File: config.mk
export PLATFORM = sky130hd
export DESIGN_NAME = omega_router
export DESIGN_NICKNAME = d
export VERILOG_FILES = /design/src/rtl/omega_pkg.sv /design/src/rtl/omega_switch.sv /design/src/rtl/omega_stage.sv /design/src/rtl/omega_router.sv
export SDC_FILE = /design/constraint.sdc
export NUM_CORES = 1
export LEC_CHECK = 0
export ABC_AREA = 1
export BUFFER_PORTS_ARGS = -buffer_cell sky130_fd_sc_hd__buf_2
export CAP_MARGIN = 20
export CELL_PAD_IN_SITES_DETAIL_PLACEMENT = 1
export CELL_PAD_IN_SITES_GLOBAL_PLACEMENT = 2
export CORE_UTILIZATION = 31
export CTS_BUF_LIST = sky130_fd_sc_hd__clkbuf_8
export DETAILED_ROUTE_END_ITERATION = 16
export GPL_TIMING_DRIVEN = 0
export PLACE_DENSITY = 0.85
export REMOVE_ABC_BUFFERS = 1
export SLEW_MARGIN = 5
export SYNTH_ARGS = -nofsm -noshare
export SYNTH_HDL_FRONTEND = slang
export SYNTH_SLANG_ARGS = --single-unit
File: constraint.sdc
create_clock -name clk -period 0.8 [get_ports clk]
set_clock_uncertainty 0.1 [all_clocks]
set_input_delay 0.16 -clock clk [delete_from_list [all_inputs] [get_ports clk]]
set_output_delay 0.16 -clock clk [all_outputs]
set_load 0.1 [all_outputs]
File: src/rtl/omega_pkg.sv
package omega_pkg;

  // Setting of one 2x2 element for the current pass
  typedef enum logic [2:0] {
    SW_IDLE     = 3'd0,
    SW_STRAIGHT = 3'd1,
    SW_EXCHANGE = 3'd2,
    SW_UBCAST   = 3'd3,
    SW_LBCAST   = 3'd4
  } sw_state_e;

  // Packed packet: {valid, src, dst, mask, data}
  function automatic int pkt_width(input int lg, input int dw);
    return 1 + 3 * lg + dw;
  endfunction

  // Perfect shuffle: line index rotated left by one bit
  function automatic int shuffle_pos(input int idx, input int lg);
    int all_ones;
    all_ones = (1 << lg) - 1;
    return ((idx << 1) | (idx >> (lg - 1))) & all_ones;
  endfunction

  // Output ports a packet asks for: bit 0 upper, bit 1 lower
  function automatic logic [1:0] port_request(input logic vld, input logic dbit,
                                              input logic wild);
    if (!vld) return 2'b00;
    if (wild) return 2'b11;
    return dbit ? 2'b10 : 2'b01;
  endfunction

endpackage

File: src/rtl/omega_switch.sv
module omega_switch
  import omega_pkg::*;
#(
  parameter int LOG   = 3,
  parameter int DW    = 8,
  parameter int STAGE = 0,
  localparam int PW   = pkt_width(LOG, DW)
) (
  input  logic [PW-1:0]  up_i,
  input  logic [PW-1:0]  lo_i,
  output logic [PW-1:0]  up_o,
  output logic [PW-1:0]  lo_o,
  output logic           blk_o,
  output logic [LOG-1:0] blk_src_o
);

  localparam int MSK_LO = DW;
  localparam int DST_LO = DW + LOG;
  localparam int SRC_LO = DW + 2 * LOG;
  localparam int VLD    = PW - 1;
  localparam int BIT    = LOG - 1 - STAGE;

  logic [1:0]  req_up, req_lo, grant_lo;
  logic        clash;
  logic [PW-1:0] lo_pass;
  sw_state_e   state;

  assign req_up   = port_request(up_i[VLD], up_i[DST_LO + BIT], up_i[MSK_LO + BIT]);
  assign req_lo   = port_request(lo_i[VLD], lo_i[DST_LO + BIT], lo_i[MSK_LO + BIT]);
  assign clash    = |(req_up & req_lo);
  assign grant_lo = clash ? 2'b00 : req_lo;
  assign lo_pass  = (grant_lo != 2'b00) ? lo_i : '0;

  always_comb begin
    if (req_up == 2'b11)                              state = SW_UBCAST;
    else if (grant_lo == 2'b11)                       state = SW_LBCAST;
    else if (req_up == 2'b01 || grant_lo == 2'b10)    state = SW_STRAIGHT;
    else if (req_up == 2'b10 || grant_lo == 2'b01)    state = SW_EXCHANGE;
    else                                              state = SW_IDLE;
  end

  always_comb begin
    case (state)
      SW_STRAIGHT: begin up_o = up_i;    lo_o = lo_pass; end
      SW_EXCHANGE: begin up_o = lo_pass; lo_o = up_i;    end
      SW_UBCAST:   begin up_o = up_i;    lo_o = up_i;    end
      SW_LBCAST:   begin up_o = lo_pass; lo_o = lo_pass; end
      default:     begin up_o = '0;      lo_o = '0;      end
    endcase
  end

  assign blk_o     = clash;
  assign blk_src_o = lo_i[SRC_LO +: LOG];

endmodule

File: src/rtl/omega_stage.sv
module omega_stage
  import omega_pkg::*;
#(
  parameter int N     = 8,
  parameter int LOG   = 3,
  parameter int DW    = 8,
  parameter int STAGE = 0,
  localparam int PW   = pkt_width(LOG, DW)
) (
  input  logic [N*PW-1:0]      lines_i,
  output logic [N*PW-1:0]      lines_o,
  output logic [N/2-1:0]       blk_o,
  output logic [N/2*LOG-1:0]   blk_src_o
);

  logic [N*PW-1:0] shuf;

  for (genvar j = 0; j < N; j++) begin : g_shuffle
    assign shuf[shuffle_pos(j, LOG)*PW +: PW] = lines_i[j*PW +: PW];
  end

  for (genvar k = 0; k < N/2; k++) begin : g_sw
    omega_switch #(.LOG(LOG), .DW(DW), .STAGE(STAGE)) u_sw (
      .up_i      (shuf[(2*k)*PW +: PW]),
      .lo_i      (shuf[(2*k+1)*PW +: PW]),
      .up_o      (lines_o[(2*k)*PW +: PW]),
      .lo_o      (lines_o[(2*k+1)*PW +: PW]),
      .blk_o     (blk_o[k]),
      .blk_src_o (blk_src_o[k*LOG +: LOG])
    );
  end

endmodule

File: src/rtl/omega_router.sv
module omega_router
  import omega_pkg::*;
#(
  parameter int N  = 8,
  parameter int DW = 8
) (
  input  logic                  clk,
  input  logic                  rst_n,
  input  logic [N-1:0]          in_valid,
  input  logic [N-1:0]          in_bcast,
  input  logic [N*$clog2(N)-1:0] in_dst,
  input  logic [N*$clog2(N)-1:0] in_mask,
  input  logic [N*DW-1:0]       in_data,
  output logic [N-1:0]          out_valid,
  output logic [N*$clog2(N)-1:0] out_src,
  output logic [N*DW-1:0]       out_data,
  output logic [N-1:0]          out_blocked
);

  localparam int LOG    = $clog2(N);
  localparam int PW     = pkt_width(LOG, DW);
  localparam int SRC_LO = DW + 2 * LOG;

  logic [N*PW-1:0]      line [LOG+1];
  logic [N/2-1:0]       stage_blk [LOG];
  logic [N/2*LOG-1:0]   stage_blk_src [LOG];
  logic [N-1:0]         blocked_next;
  logic                 any_conflict;
  logic [N-1:0]         valid_next;
  logic [N*LOG-1:0]     src_next;
  logic [N*DW-1:0]      data_next;

  // Entry: build packets, mask only counts when broadcast is requested
  for (genvar j = 0; j < N; j++) begin : g_entry
    assign line[0][j*PW +: PW] = {in_valid[j], LOG'(j), in_dst[j*LOG +: LOG],
                                  {LOG{in_bcast[j]}} & in_mask[j*LOG +: LOG],
                                  in_data[j*DW +: DW]};
  end

  for (genvar s = 0; s < LOG; s++) begin : g_stage
    omega_stage #(.N(N), .LOG(LOG), .DW(DW), .STAGE(s)) u_stage (
      .lines_i   (line[s]),
      .lines_o   (line[s+1]),
      .blk_o     (stage_blk[s]),
      .blk_src_o (stage_blk_src[s])
    );
  end

  // Gather drop events from every switch into per-source flags
  always_comb begin
    blocked_next = '0;
    for (int s = 0; s < LOG; s++) begin
      for (int k = 0; k < N/2; k++) begin
        if (stage_blk[s][k]) blocked_next[stage_blk_src[s][k*LOG +: LOG]] = 1'b1;
      end
    end
  end
  assign any_conflict = |blocked_next;

  always_comb begin
    for (int j = 0; j < N; j++) begin
      valid_next[j]          = line[LOG][j*PW + PW - 1];
      src_next[j*LOG +: LOG] = valid_next[j] ? line[LOG][j*PW + SRC_LO +: LOG] : '0;
      data_next[j*DW +: DW]  = valid_next[j] ? line[LOG][j*PW +: DW] : '0;
    end
  end

  always_ff @(posedge clk or negedge rst_n) begin
    if (!rst_n) begin
      out_valid   <= '0;
      out_src     <= '0;
      out_data    <= '0;
      out_blocked <= '0;
    end else begin
      out_valid   <= valid_next;
      out_src     <= src_next;
      out_data    <= data_next;
      out_blocked <= blocked_next;
    end
  end

endmodule

# Yosys cells after proc, flatten, opt, wreduce, memory -nomap -nowiden
# Index checks and enable logic that the tools add are counted.
[word_totals]
input_bits = 130
elab_cells = 580
ff_bits = 104
[classes]
n_lt_le_gt_ge = 16
n_eq_ne = 120
n_mux = 308
n_bitwise = 28
reduce_logical = 104
[op_table]
columns = ["op", "n"]
rows = [
  ["one-hot mux 18 bit (2 select lines)", 24],
  ["two-way mux 2 bit", 156],
  ["two-way mux 18 bit", 12],
  ["two-way mux 8 bit", 17],
  ["OR reduction 2 bit", 60],
  ["== test 2 bit (second input constant)", 48],
  ["two-way mux 3 bit", 32],
  ["== test 3 x 2 -> 1 bit (second input constant)", 24],
  ["OR 8 bit", 8],
  ["two-way mux 1 bit", 56],
  ["== test 2 x 1 -> 1 bit (second input constant)", 24],
  ["== test 3 x 1 -> 1 bit (second input constant)", 12],
  ["== test 3 bit (second input constant)", 12],
  ["< comparator 3 x 4 -> 1 bit (second input constant)", 8],
  ["AND 2 bit", 12],
  ["AND 3 bit", 8],
  ["demux 1 bit (select 3 bit)", 8],
  [">= comparator 3 x 1 -> 1 bit (second input constant)", 8],
  ["logical OR 1 bit", 24],
  ["nonzero test 2 bit", 12],
  ["logical AND 1 bit", 8],
  ["two-way mux 7 bit", 1],
  ["two-way mux 6 bit", 1],
  ["two-way mux 5 bit", 1],
]

# Logic depth before layout (Yosys ltp)
[logic_depth]
word_depth = 50
mapped_depth = 29
mapped_depth_nobuf = 29

# Modules after synthesis
# A second synthesis with hierarchy kept.
[hier_totals]
hier_cells = 2270
hier_area_um2 = 12786.0
[by_module_without_submodules]
columns = ["module", "area_each_um2", "n_inst", "cells_per_inst", "seq_area_each_um2"]
rows = [
  ["omega_switch at g_stage[0].u_stage.g_sw[0].u_sw ...", 676.9, 10, 139, 0.0],
  ["omega_router", 4623.2, 1, 600, 2602.5],
  ["omega_switch at g_stage[2].u_stage.g_sw[2].u_sw ...", 696.9, 2, 140, 0.0],
]

# Least setup slack after synthesis
# No wires, ideal clock.
[synth_path]
path_kind = "input to register"
start = "input in_bcast[7]"
end = "register out_data[24]"
required_time_ps = 579
path_stages = 22
setup_slack_ps = -1853
setup_time_ps = 121
t_arrival_ps = 2432
cell_sequence = "nand2_1 nand2_1 nand2_1 inv_2 a21oi_1 nand2_1 nand2_2 nand2_1 nand2_2 nor2_1 nor2_2 nand3_2 nand2_4 nand2_2 nor2_1 nor2_1 a21oi_2 nand2_1 nand3_4 buf_6 nand2_4 a21boi_1"
[synth_between]
elab_chain_cells = 50
word_cells_on_any_way = 82
cone_classes = "eq/ne: 21; mux: 39; bitwise: 4; reduce/logical: 18"
[synth_rtl]
columns = ["item", "line", "text"]
rows = [
  ["from (decl)", "omega_router.sv:10", "input logic [N-1:0] in_bcast,"],
  ["AND 3 bit (*)", "omega_router.sv:36", "{LOG{in_bcast[j]}} & in_mask[j*LOG +: LOG],"],
  ["two-way mux 1 bit (2 in a row)", "omega_pkg.sv:28", "if (wild) return 2'b11;"],
  ["two-way mux 2 bit", "omega_pkg.sv:29", "return dbit ? 2'b10 : 2'b01;"],
  ["two-way mux 2 bit", "omega_pkg.sv:28", ""],
  ["AND 2 bit", "omega_switch.sv:30", "assign clash = |(req_up & req_lo);"],
  ["OR reduction 2 bit", "omega_switch.sv:30", ""],
  ["two-way mux 2 bit", "omega_switch.sv:31", "assign grant_lo = clash ? 2'b00 : req_lo;"],
  ["== test 2 x 1 -> 1 bit", "omega_switch.sv:38", "else if (req_up == 2'b10 || grant_lo == 2'b01) state = SW_EXCHANGE;"],
  ["(+35 left out)", "--", ""],
  ["two-way mux 3 bit", "omega_switch.sv:36", "else if (grant_lo == 2'b11) state = SW_LBCAST;"],
  ["two-way mux 3 bit", "omega_switch.sv:35", "if (req_up == 2'b11) state = SW_UBCAST;"],
  ["== test 3 bit, or another cell as far along", "omega_switch.sv:43", "case (state)"],
  ["OR reduction 2 bit (no line)", "--", ""],
  ["one-hot mux 18 bit (2 select lines) (*)", "omega_switch.sv:43", ""],
  ["via g_stage[2].u_stage.g_sw[1].u_sw.lo_o[17]", "omega_switch.sv:12", "output logic [PW-1:0] lo_o,"],
  ["two-way mux 8 bit (*)", "omega_router.sv:64", "data_next[j*DW +: DW] = valid_next[j] ? line[LOG][j*PW +: DW] : '0;"],
  ["via data_next[24]", "omega_router.sv:31", "logic [N*DW-1:0] data_next;"],
  ["to (signal assigned)", "omega_router.sv:77", "out_data <= data_next;"],
  ["to (decl)", "omega_router.sv:16", "output logic [N*DW-1:0] out_data,"],
]
# Mark *: on every way through the listed nets, which the timed path passes. The rest lies on a longest branch. The select of a mux whose other input is x is not followed.

# Final worst setup path
[layout_path]
start = "input in_bcast[2]"
end = "register out_data[61]"
[layout_between]
elab_chain_cells = 50
word_cells_on_any_way = 88
cone_classes = "eq/ne: 27; mux: 39; bitwise: 4; reduce/logical: 18"
[layout_rtl]
columns = ["item", "line", "text"]
rows = [
  ["AND 3 bit (*)", "omega_router.sv:36", ""],
  ["two-way mux 1 bit (2 in a row)", "omega_pkg.sv:28", ""],
  ["two-way mux 2 bit", "omega_pkg.sv:29", ""],
  ["two-way mux 2 bit", "omega_pkg.sv:28", ""],
  ["AND 2 bit", "omega_switch.sv:30", ""],
  ["OR reduction 2 bit", "omega_switch.sv:30", ""],
  ["two-way mux 2 bit", "omega_switch.sv:31", ""],
  ["== test 2 x 1 -> 1 bit", "omega_switch.sv:38", ""],
  ["(+34 left out)", "--", ""],
  ["two-way mux 2 bit", "omega_switch.sv:37", "else if (req_up == 2'b01 || grant_lo == 2'b10) state = SW_STRAIGHT;"],
  ["two-way mux 3 bit", "omega_switch.sv:36", ""],
  ["two-way mux 3 bit", "omega_switch.sv:35", ""],
  ["== test 3 bit, or another cell as far along", "omega_switch.sv:43", ""],
  ["OR reduction 2 bit (no line)", "--", ""],
  ["one-hot mux 18 bit (2 select lines) (*)", "omega_switch.sv:43", ""],
  ["two-way mux 8 bit (*)", "omega_router.sv:64", ""],
  ["via data_next[61]", "omega_router.sv:31", ""],
]
# Marks and branches as above.

==> impl_metrics.py <==
metrics = {
    "sta": {
        "finalSetupViolCount": 206,
        "final.min_clock_period_ns": 3.128,
        "rsz0062_at_grt": "true",
        "timing.slew.headroom_pct": 13.97,
        "setup_slack_ns": -2.328,
        "slew_viol_final": 0,
        "tightest_slew_ns": 1.277,
        "fin_tns_setup_ns": -252.11,
        "max_freq_mhz": 319.7,
        "hold_viol_final": 54,
        "period_share_pct": 391.0,
        "whs_ns": -0.4016,
    },
    "status": {
        "status": "finished with violations",
        "violations": "hold timing, setup timing",
    },
    "setup_path": {
        "cp.depth": 20,
        "worst_ep_arrival_time_ns": 3.38,
        "worstPathRequired_ns": 1.05,
        "critPathBufInv": 4,
        "max_stage_delay_ns": 0.99,
        "worstSetupPathType": "primary input to register",
        "path_cells": "buf_8 -> nand2_8 -> a21oi_4 -> nand2_2 -> nand3_4 -> nor2_4 -> nand2_2 -> nand2_4 -> buf_6 -> nor2_2 -> nor2_2 -> nand2_4 -> nand3_4 -> nand2_8 -> buf_4 -> buf_4 -> nand2_1 -> o21ai_0 -> nand3_1 -> nand2_2",
        "worst-path-max-fanout": 6,
        "crit_path_start_kind": "primary input",
        "cpMaxStageDelayCell": "o21ai_0",
        "crit_top_cell": "nand2_2",
        "cp_top_family": "simple AND/OR/NAND/NOR gates",
        "critPathCaptureType": "register",
    },
    "global_route": {
        "grt_use_total_pct": 30.31,
        "grt-ovfl-total": 0,
        "grt_pass1_wl_um": 65360,
        "antenna_found_initial": 1,
        "grt_max_degree": 56,
        "grt_pass1_vias": 11676,
    },
    "route": {
        "num_vias": 12681,
        "routed_via_density": 5.962,
        "detail_route.iter0.violations": 1130,
        "routed_wl_um": 56470,
        "drcViolationCount": 0,
        "ant_nets": 0,
        "wire_per_inst_um": 26.55,
        "firstDrtPassIters": 7,
    },
    "logic_synthesis": {
        "synth_top_family_by_area": "simple AND/OR/NAND/NOR gates",
        "synth_top_area_share_pct": 30.77,
        "syn_area_per_cell_um2": 6.393,
        "syn_inst": 1323,
        "synth_compound_area_share_pct": 19.93,
        "synthMuxAreaShare_pct": 0,
        "synth_ff_type": "dfrtp_1",
        "synth_area_leader_cell": "dfrtp_1",
        "synth_warnings": 0,
        "synth_xor_area_share_pct": 0,
        "yosysSeqAreaShare_pct": 30.77,
        "synthTopCellsByArea": "dfrtp_1 (31%), nand2_1 (19%), o22ai_1 (7.6%)",
        "yosysUniqueCellTypes": 45,
        "synth_edf_count": 0,
        "yosys.area_share.simple_pct": 38.45,
        "synthArstFlopShare_pct": 100.0,
        "synth-seq-cells": 104,
        "synth-adder-area-share_pct": 0,
        "syn_area_mm2": 0.008458,
    },
    "final_layout": {
        "instances_no_fill": 2127,
        "area_delta_synth_final_pct": 97.01,
        "antenna_cells": 0,
        "drive_gt1_share_pct": 57.61,
        "nets": 1911,
        "multi_input_area_mm2": 0.007920,
        "fillers": 3094,
        "register_area_mm2": 0.002603,
    },
    "floorplanning": {
        "core_area_mm2": 0.02688,
        "dieArea_mm2": 0.02795,
        "die_w_um": 167.2,
        "rows": 60,
        "initial_core_util_pct": 31.47,
        "die_h_um": 167.2,
        "ios": 234,
    },
    "hold_path": {
        "hold_path.class": "primary input to asynchronous set/reset pin",
    },
    "placed_design": {
        "dp.cells": 1872,
        "place_hpwl_um": 29570,
        "io_buffers": 233,
        "routabilityCongestion": 0.9452,
    },
    "clock_network": {
        "cts_sinks": 104,
        "clk_transition_reported_paths_ns": 0.14,
        "clock_path_buffers": 2,
        "cts-root-buf": "clkbuf_8",
        "numCtsBuffers": 9,
        "h-tree-depth": 3,
        "cts_tree": "yes",
    },
    "power_and_ir_drop": {
        "ir_drop_v": 0.001189,
        "power.leakage_nw": 7.816,
        "powerDensity_mw_per_mm2": 1771,
    },
    "job": {
        "drv_cap": 0,
    },
}
registers in the layout (all words and copies together) (netlist names):
name and cells:
out_data 64, out_valid 8, out_blocked 8, out_src 24
metal layers:
| layer | up-vias | wire (um) | global-route usage [%] |
|---|---|---|---|
| li1 | 5304 | - | - |
| met1 | 6223 | 20200 | 36.11 |
| met5 | - | 0 | 0 |
| met2 | 843 | 27710 | 54.74 |
| met4 | 0 | 4281 | 12.84 |
| met3 | 311 | 4275 | 3.782 |
worst paths after layout:
| path | start | end |
|---|---|---|
| setup / recovery | in_bcast[2] | out_data[61]$_DFF_PN0_ |
| hold / removal | rst_n | out_src[17]$_DFF_PN0_ |
| max in group asynchronous | rst_n | out_data[25]$_DFF_PN0_ |
| min in group clk | in_dst[2] | out_blocked[4]$_DFF_PN0_ |
cell families (layout without fill, tap and decap cells):
kind of cell,Yosys count,in the layout
flops,104,104
other cells,1,1
compound gates,250,251
buf+inv,229,680
simple gates,739,750
where the power goes:
group	leakage (nW)	switching, W	internal, W
combinational	6.28	0.0129	0.00640
sequential	1.42	0.000352	0.00569
clock	0.120	0.00233	0.00185
total	7.82	0.0156	0.0139
cell type report:
type / count / area share, %
sequential: 104 / 15.62
multi-input combinational: 1002 / 47.53
clock buffer: 9 / 0.7434
timing repair buffer: 461 / 27.32
clock inverter: 7 / 0.6683
tap: 341 / 2.560
inverter: 203 / 5.556
repair_timing:
action	CTS	global route
hold endpoints to repair	54	54
setup endpoints to repair	206	216
resized for setup	489	749
cloned	11	2
pin swaps	160	231
setup buffers	132	95
cell usage in the layout, fill, tap and decap left out, types with 6 or more instances in the layout:
master / count
inv_1: 104
o21ai_4: 18
a21oi_4: 38
a21oi_1: 15
buf_8: 80
nand4_1: 18
a22oi_1: 6
o22ai_2: 9
o22ai_4: 6
clkinvlp_4: 10
dfrtp_1: 104
o22ai_1: 89
nand2_8: 23
nand2_2: 95
nand3_4: 33
clkbuf_8: 9
clkinv_1: 8
a32o_1: 7
o21ai_0: 18
nand2_1: 256
nand3_1: 56
buf_2: 100
a32oi_1: 8
nand3_2: 27
inv_2: 39
buf_12: 40
inv_4: 34
a21oi_2: 14
nor3_1: 7
nand2_4: 94
nor2_1: 54
nor2_2: 16
nor2_4: 63
buf_6: 59
buf_4: 179
synth_stat cells (all sizes together), types with 7 or more instances:
cell and count:
nor2 131, a22oi 8, nand2 464, clkbuf 12, buf 14, o21ai 43
dfrtp 104, nand4 19, nor3 10, a32o 7, a21oi 67, a32oi 8
inv 186, nand3 111, o22ai 104, clkinv 17
per-stage QoR:
| stage | power, W | util, % | worst slack [ns] | area (um2) |
|---|---|---|---|---|
| after floorplan | 0.01368 | - | -2.505 | 8307 |
| after global placement | 0.01646 | 36.83 | -3.964 | 9899 |
| after detailed placement | 0.01658 | 36.95 | -4.051 | 9930 |
| after CTS | 0.02421 | 49.52 | -1.818 | 13310 |
| after global routing | 0.03010 | 62.00 | -2.310 | 16660 |
| final | 0.02952 | 62.00 | -2.328 | 16660 |
(Power assumes the default switching activity.)
